--- src/rtl/mono_pkg.sv ---
package mono_pkg;

    // Depth of the input synchronizer chain.
    localparam int unsigned SYNC_DEPTH = 2;

    typedef enum logic {
        ST_IDLE   = 1'b0,
        ST_ACTIVE = 1'b1
    } pulse_state_t;

    // Qualified trigger events seen in one cycle.
    typedef struct packed {
        logic fall_a;
        logic rise_b;
    } trig_evt_t;

    // A zero width is stretched to a single cycle.
    function automatic logic [31:0] eff_width(input logic [31:0] w);
        return (w == 32'd0) ? 32'd1 : w;
    endfunction

endpackage

--- src/rtl/mono_sync.sv ---
module mono_sync #(
    parameter int unsigned NBITS  = 2,
    parameter int unsigned STAGES = 2
) (
    input  logic             clk,
    input  logic             rst,
    input  logic [NBITS-1:0] din,
    output logic [NBITS-1:0] dout
);
    for (genvar i = 0; i < NBITS; i++) begin : g_bit
        logic [STAGES-1:0] chain;
        always_ff @(posedge clk) begin
            if (rst) chain <= '0;
            else     chain <= {chain[STAGES-2:0], din[i]};
        end
        assign dout[i] = chain[STAGES-1];
    end
endmodule

--- src/rtl/mono_edge.sv ---
module mono_edge
    import mono_pkg::*;
#(
    parameter int unsigned ARM_LEN = 3
) (
    input  logic      clk,
    input  logic      rst,
    input  logic      a_s,
    input  logic      b_s,
    input  logic      clear_n,
    output trig_evt_t evt
);
    logic               a_prev;
    logic               b_prev;
    logic [ARM_LEN-1:0] arm;
    logic               armed;

    // Edges count only once the synchronizer and the history flop hold real samples.
    always_ff @(posedge clk) begin
        if (rst) begin
            a_prev <= 1'b0;
            b_prev <= 1'b0;
            arm    <= '0;
        end else begin
            a_prev <= a_s;
            b_prev <= b_s;
            arm    <= {arm[ARM_LEN-2:0], 1'b1};
        end
    end

    assign armed = arm[ARM_LEN-1];

    always_comb begin
        evt.fall_a = armed & clear_n & a_prev & ~a_s & b_s;
        evt.rise_b = armed & clear_n & ~b_prev & b_s & ~a_s;
    end
endmodule

--- src/rtl/mono_timer.sv ---
module mono_timer
    import mono_pkg::*;
#(
    parameter int unsigned WB  = 16,
    parameter int unsigned GAP = 2
) (
    input  logic          clk,
    input  logic          rst,
    input  logic          clear_n,
    input  logic          fire,
    input  logic [WB-1:0] width_in,
    output pulse_state_t  state,
    output logic          accept
);
    localparam int unsigned GW = $clog2(GAP + 1);

    logic [WB-1:0] remaining;
    logic [GW-1:0] since;
    logic [WB-1:0] w_eff;

    assign w_eff  = WB'(eff_width(32'(width_in)));
    assign accept = fire & ((state == ST_IDLE) | (since >= GW'(GAP)));

    always_ff @(posedge clk) begin
        if (rst || !clear_n) begin
            state     <= ST_IDLE;
            remaining <= '0;
            since     <= GW'(GAP);
        end else if (accept) begin
            state     <= ST_ACTIVE;
            remaining <= w_eff;
            since     <= GW'(1);
        end else begin
            if (since < GW'(GAP)) since <= since + GW'(1);
            if (state == ST_ACTIVE) begin
                if (remaining <= WB'(1)) begin
                    state     <= ST_IDLE;
                    remaining <= '0;
                end else begin
                    remaining <= remaining - WB'(1);
                end
            end
        end
    end
endmodule

--- src/rtl/mono_oneshot.sv ---
module mono_oneshot
    import mono_pkg::*;
#(
    parameter int unsigned WIDTH_BITS = 16,
    parameter int unsigned RETRIG_GAP = 2
) (
    input  logic                  clk,
    input  logic                  rst,
    input  logic                  clear_n,
    input  logic                  trig_fall_in,
    input  logic                  trig_rise_in,
    input  logic [WIDTH_BITS-1:0] width_in,
    output logic                  pulse_q,
    output logic                  pulse_qn
);
    localparam int unsigned ARM_LEN = SYNC_DEPTH + 1;

    logic [1:0]   sync_out;
    trig_evt_t    evt;
    logic         trig_fire;
    logic         trig_accept;
    pulse_state_t state;

    mono_sync #(.NBITS(2), .STAGES(SYNC_DEPTH)) u_sync (
        .clk  (clk),
        .rst  (rst),
        .din  ({trig_rise_in, trig_fall_in}),
        .dout (sync_out)
    );

    mono_edge #(.ARM_LEN(ARM_LEN)) u_edge (
        .clk     (clk),
        .rst     (rst),
        .a_s     (sync_out[0]),
        .b_s     (sync_out[1]),
        .clear_n (clear_n),
        .evt     (evt)
    );

    assign trig_fire = evt.fall_a | evt.rise_b;

    mono_timer #(.WB(WIDTH_BITS), .GAP(RETRIG_GAP)) u_timer (
        .clk      (clk),
        .rst      (rst),
        .clear_n  (clear_n),
        .fire     (trig_fire),
        .width_in (width_in),
        .state    (state),
        .accept   (trig_accept)
    );

    // Clear acts on the outputs without waiting for a clock edge.
    assign pulse_q  = (state == ST_ACTIVE) & clear_n;
    assign pulse_qn = ~pulse_q;
endmodule

--- config.mk ---
export PLATFORM = sky130hd
export DESIGN_NAME = mono_oneshot
export DESIGN_NICKNAME = d
export VERILOG_FILES = /design/src/rtl/mono_pkg.sv /design/src/rtl/mono_sync.sv /design/src/rtl/mono_edge.sv /design/src/rtl/mono_timer.sv /design/src/rtl/mono_oneshot.sv
export SDC_FILE = /design/constraint.sdc
export NUM_CORES = 1
export LEC_CHECK = 0
export CORE_MARGIN = 3
export CORE_UTILIZATION = 45
export CTS_CLUSTER_DIAMETER = 80
export DETAILED_ROUTE_END_ITERATION = 16
export PLACE_DENSITY = 0.77
export SLEW_MARGIN = 15
export SYNTH_ARGS = -nofsm -noshare
export SYNTH_HDL_FRONTEND = slang
export SYNTH_SLANG_ARGS = --single-unit
--- constraint.sdc ---
create_clock -name clk -period 1.66 [get_ports clk]
set_input_delay 0.332 -clock clk [delete_from_list [all_inputs] [get_ports clk]]
set_output_delay 0.332 -clock clk [all_outputs]
set_load 0.02 [all_outputs]
==> results of run 1 <==
routing by layer:
layer | vias to the layer above | global-route usage, % | routed length [µm]
met2 | 82 | 39.9 | 2310
met5 | - | 0 | 0
met1 | 784 | 31.7 | 1900
met4 | 0 | 9.37 | 164
li1 | 767 | - | -
met3 | 19 | 3.57 | 363
metrics by stage:
step	cells	instance area, µm²	setup TNS (ps)
3_3_place_gp	268	2060	-5100
4_1_cts	279	2230	-428
5_1_grt	282	2300	-2060
6_report	282	2300	-613
2_1_floorplan	167	1510	-10.8
3_5_place_dp	268	2060	-5850
Yosys cell counts, types with 3 or more instances:
| cell type | count | area, µm² |
|---|---|---|
| inv_1 | 7 | 26.3 |
| a21oi_1 | 5 | 25.0 |
| nand2_1 | 15 | 56.3 |
| nor4_1 | 5 | 31.3 |
| dfxtp_1 | 28 | 561 |
| a32o_1 | 5 | 50.1 |
| o22ai_1 | 8 | 50.1 |
| a22oi_1 | 9 | 67.6 |
| nor3_1 | 4 | 20.0 |
| o21ai_0 | 7 | 35.0 |
| xnor2_1 | 3 | 26.3 |
| nor2b_1 | 11 | 68.8 |
| clkbuf_1 | 4 | 15.0 |
| ha_1 | 3 | 37.5 |
| nor2_1 | 16 | 60.1 |
| nand3_1 | 8 | 40.0 |
how the worst min path moves through the flow:
| stage | start | end | slack, ps |
|---|---|---|---|
| after floorplan | rst | u_edge.a_prev | 400 |
| after global placement | u_sync.g_bit[1].chain[0] | u_sync.g_bit[1].chain[1] | 420 |
| after detailed placement | u_sync.g_bit[0].chain[0] | u_sync.g_bit[0].chain[1] | 430 |
| after CTS | u_sync.g_bit[0].chain[0] | u_sync.g_bit[0].chain[1] | 460 |
| after global routing | u_edge.arm[1] | u_edge.arm[2] | 480 |
| final | u_sync.g_bit[0].chain[0] | u_sync.g_bit[0].chain[1] | 460 |
flip-flops by register name, summed over array words and instances (netlist names):
register / flops
u_edge.arm: 3
u_timer.remaining: 16
u_edge.a_prev: 1
u_timer.state: 1
u_edge.b_prev: 1
u_sync.g_bit.chain: 4
u_timer.since: 2
cell type report:
| cell class | instances | share of cell area, % |
|---|---|---|
| timing repair buffer | 73 | 26.3 |
| inverter | 7 | 1.36 |
| tap | 44 | 2.40 |
| sequential | 28 | 24.8 |
| clock buffer | 4 | 1.58 |
| multi-input combinational | 126 | 43.6 |
what timing repair did:
action	CTS	global route
gates cloned	1	0
setup buffers	6	4
pin swaps	10	6
endpoints found under the setup margin	17	17
resized for setup	26	9
logic make-up after synthesis:
kind of cell | share of synthesized area [%]
buffers and inverters | 4.18
AO/OA/AOI/OAI | 24.5
XOR/XNOR | 2.99
flip-flops | 38.3
adder cells (fa/ha/maj) | 2.56
AND/OR/NAND/NOR | 26.8
multiplexers | 0.683
worst max-delay path, stage by stage (launching register included):
cell,delay [ps]
dfxtp_2,370
nor4_4,440
and2_4,270
a31oi_4,140
a32o_1,270
a32o_1,200
report_power, final:
group | total [W] | switching (W) | internal (W)
combinational | 0.000135 | 0.0000531 | 0.0000823
sequential | 0.000683 | 0.00000290 | 0.000680
clock | 0.000341 | 0.000207 | 0.000134
total | 0.00116 | 0.000262 | 0.000897
==> results.toml, run 1 <==
[run_status]
run_status = "finished with violations"
violations = "negative setup slack"

[grt]
track_usage_pct = 24.2
antenna_found_initial = 0
grt_pass1_vias = 1682
overflow = 0
grt_max_degree = 16
grt_pass1_wl_um = 7760

[sta]
worst_pin_slew_ps = 422
hold_ws_ps = 459
slew_violations = 0
setup-violations-final = 15
rsz0062_at_grt = "yes"
max_freq_mhz = 562
final-hold-violation-count = 0
fin_crit_sh_pct = 107
timing.final.ws_setup_ps = -119
relSlewSlack_pct = 71.7
finClkSkew_ps = 8.25
min_period_ps = 1780

[cells_and_area]
multi_input_area_mm2 = 0.00100
final-seq-area_um2 = 569
final_util_pct = 74.6
fin_nets = 263
diodes = 0
fillers = 226
final_common_cell = "buf_4"
syn2layout_area_growth_pct = 56.8
layout_common_cells = "buf_4, dfxtp_1, clkdlybuf4s50_1"
drive_gt1_share_pct = 38.2

[floorplan]
rows = 20
pin_count = 23
start_util_pct = 47.6
core_area_mm2 = 0.00308
die_w_um = 63.1
die_area_mm2 = 0.00398
die_y_um = 63.1

[worst_hold_path]
min_path_type = "reg2reg"
min_delay_path_depth = 1

[synthesis]
ys_ff_latch = 28
yosys_warnings = 0
synth.distinct_cells = 41
synth.yosys.seq_area_share_pct = 38.3
synth-edff-count = 0
syn_nets = 191
syn_area_mm2 = 0.00147
synthFlopType = "dfxtp_1"
syn_avg_cell_area_um2 = 8.77
async_flop_share_pct = 0
synth_cells = 167

[routing]
wire_per_inst_um = 16.8
ant_nets = 0
routed_wl_um = 4740
vias_per_cell = 5.86
drt_iter0_drc = 148
num_vias = 1652
drt_pass1_iterations = 5
drc_errors = 0

[pwr]
vdd_drop_max_v = 0.000484
cellLeakagePower_nw = 0.948
p_per_area_mw_per_mm2 = 505
total_power_w = 0.00116

[run]
cap_violations = 0

[clock_tree]
cts.sinks = 28
numCtsBuffers = 3
ctsHoldBuffers = 0
clock_path_buffers = 2
clockRootBuffer = "clkbuf_4"
cts-htree-levels = 1
cts_tree = "built"
worst_skew_pair.late_latency_ps = 340
path_clk_slew_ps = 150

[setup_path]
r2r_start = "u_timer.remaining[7]"
cp-start-kind = "flip-flop"
worstPathMaxFanout = 6
timing.rr.end = "u_timer.remaining[5]"
crit_start = "u_timer.remaining[7]"
cp.arrival_ps = 2030
crit_path_end = "u_timer.remaining[5]"
reg2regPathDepth = 5
r2r_setup_slack_ps = -120
crit_path_end_kind = "flip-flop"
crit_required_ps = 1910
path_class = "reg2reg"

[place]
dpl.hpwl_um = 3270
place_congestion = 0.923
port_buffers = 22
pre_cts_slack_ps = -448
(Power assumes the default switching activity.)
==> inputs of run 2 (changes only) <==
--- a/config.mk
+++ b/config.mk
@@ -9,7 +9,7 @@
 export CORE_UTILIZATION = 45
 export CTS_CLUSTER_DIAMETER = 80
 export DETAILED_ROUTE_END_ITERATION = 16
-export PLACE_DENSITY = 0.77
+export PLACE_DENSITY = 0.75
 export SLEW_MARGIN = 15
 export SYNTH_ARGS = -nofsm -noshare
 export SYNTH_HDL_FRONTEND = slang
==> constraint.sdc (replaced) <==
create_clock -name clk -period 2.1 [get_ports clk]
set_input_delay 0.42 -clock clk [delete_from_list [all_inputs] [get_ports clk]]
set_output_delay 0.42 -clock clk [all_outputs]
set_load 0.02 [all_outputs]
==> results.toml, run 2 (synthesized netlist as in run 1, its figures left out) <==
[clock_tree]
path_clk_slew_ps = 160
cts-htree-levels = 1
cts.sinks = 28
numCtsBuffers = 3
worst_skew_pair.late_latency_ps = 340
cts_tree = "built"
clockRootBuffer = "clkbuf_4"
clock_path_buffers = 2
post_cts_buffers = 0

[sta]
final-hold-violation-count = 0
min_period_ps = 1970
worst_pin_slew_ps = 574
finClkSkew_ps = 3.52
fin_crit_sh_pct = 93.9
slew_violations = 0
timing.final.ws_setup_ps = 128
max_freq_mhz = 507
hold_ws_ps = 456
relSlewSlack_pct = 61.7
setup-violations-final = 0

[setup_path]
crit_chain = "clkdlybuf4s50_1 > and4b_2 > o311a_4 > nor2b_1 > buf_4 > a22oi_1 > o22ai_1"
path_class = "in2reg"
worstPathMaxFanout = 7
cp_slowest_cell = "clkdlybuf4s50_1"
cp.arrival_ps = 2250
crit_required_ps = 2380
crit_path_end_kind = "flip-flop"
slowest_delay_ps = 480
cp-start-kind = "input port"

[cells_and_area]
fin_nets = 234
syn2layout_area_growth_pct = 31.9
diodes = 0
final_common_cell = "dfxtp_1"
finish.instance_area_mm2 = 0.00193
fillers = 263
top_register = "u_timer.remaining"
largestRegisters = "u_timer.remaining: 16 flops, u_sync.g_bit.chain: 4 flops, u_edge.arm: 3 flops"
largest_reg_flops = 16
drive_gt1_share_pct = 18.7
layout_common_cells = "dfxtp_1, buf_4, clkdlybuf4s50_1"

[place]
pre_cts_slack_ps = -204
dpl.hpwl_um = 3000
place_area_mm2 = 0.00188
place_congestion = 0.894
port_buffers = 22

[routing]
routed_wl_um = 3880
ant_nets = 0
drc_errors = 0
drt_iter0_drc = 128
num_vias = 1424
vias_per_cell = 5.63
wire_per_inst_um = 15.3
drt_pass1_iterations = 4

[floorplan]
rows = 20
die_y_um = 63.1
core_area_mm2 = 0.00308
pin_count = 23
die_w_um = 63.1
die_area_mm2 = 0.00398
start_util_pct = 47.6

[pwr]
p_per_area_mw_per_mm2 = 517
cellLeakagePower_nw = 0.776
total_power_w = 0.000999
vdd_drop_max_v = 0.000409

[grt]
grt_max_degree = 17
overflow = 0
antenna_found_initial = 0
grt_pass1_wl_um = 6370
track_usage_pct = 20.2
grt_pass1_vias = 1368

[worst_hold_path]
min_path_type = "reg2reg"

[run_status]
run_status = "completed"

[run]
cap_violations = 0
[run 2: cell count changes in the layout (fill, tap and decap cells not counted), sizes merged]
cell,before,now
dlymetal6s2s,0,1
clkbuf,4,3
bufinv,0,1
a31oi,4,3
buf,52,23
[run 2: area by class of cell]
class	count	area [µm²]	share of cell area (%)
Inverter	7	26.3	1.36
Clock inverter	1	30.0	1.55
Timing Repair Buffer	45	394	20.4
Tap cell	44	55.1	2.85
Sequential cell	28	562	29.1
Clock buffer	3	22.5	1.17
Multi-Input combinational cell	125	843	43.6
[run 2: final timing paths]
kind / to / slack [ps] / start / depth (start not counted)
max: u_timer.remaining[13] / 130 / clear_n / 7
min: u_edge.arm[1] / 460 / u_edge.arm[0] / 1
max reg2reg: u_timer.remaining[7] / 160 / u_timer.remaining[1] / 8
min reg2reg: u_edge.arm[1] / 460 / u_edge.arm[0] / 1
[run 2: metrics by stage]
| step | setup TNS (ps) | instances | utilization [%] |
|---|---|---|---|
| after floorplan | 0 | 167 | - |
| after detailed placement | -1780 | 249 | 61.0 |
| final | 0 | 253 | 62.8 |
| after global placement | -1380 | 249 | 61.0 |
| after CTS | 0 | 253 | 62.7 |
| after global routing | -6.05 | 253 | 62.8 |
[run 2: worst max-delay path: cells and delay by family]
kind            cells  cell delay, ps
compound gates      3             400
buf+inv             2             700
simple gates        2             730
[run 2: where the power goes]
part           leakage, nW   total, W  internal [W]  switching [W]
Clock               0.0279   0.000364      0.000193       0.000171
Combinational        0.520  0.0000932     0.0000585      0.0000347
Sequential           0.228   0.000542      0.000539     0.00000226
Total                0.776   0.000999      0.000791       0.000208
[run 2: layer usage]
layer	up-vias	part of all wire, %	wire, µm	GRT usage, %
li1	703	-	-	-
met1	682	46	1800	26.8
met2	35	49	1900	33.9
met3	4	3.8	146	2.67
met4	0	0.88	34	6.61
met5	-	0	0	0
[run 2: repair_timing]
item                                    in CTS  in global routing
endpoints found under the setup margin       1                  4
hold buffers                                 0                  0
cloned                                       0                  0
resized for setup                            1                  2
pin swaps                                    0                  0
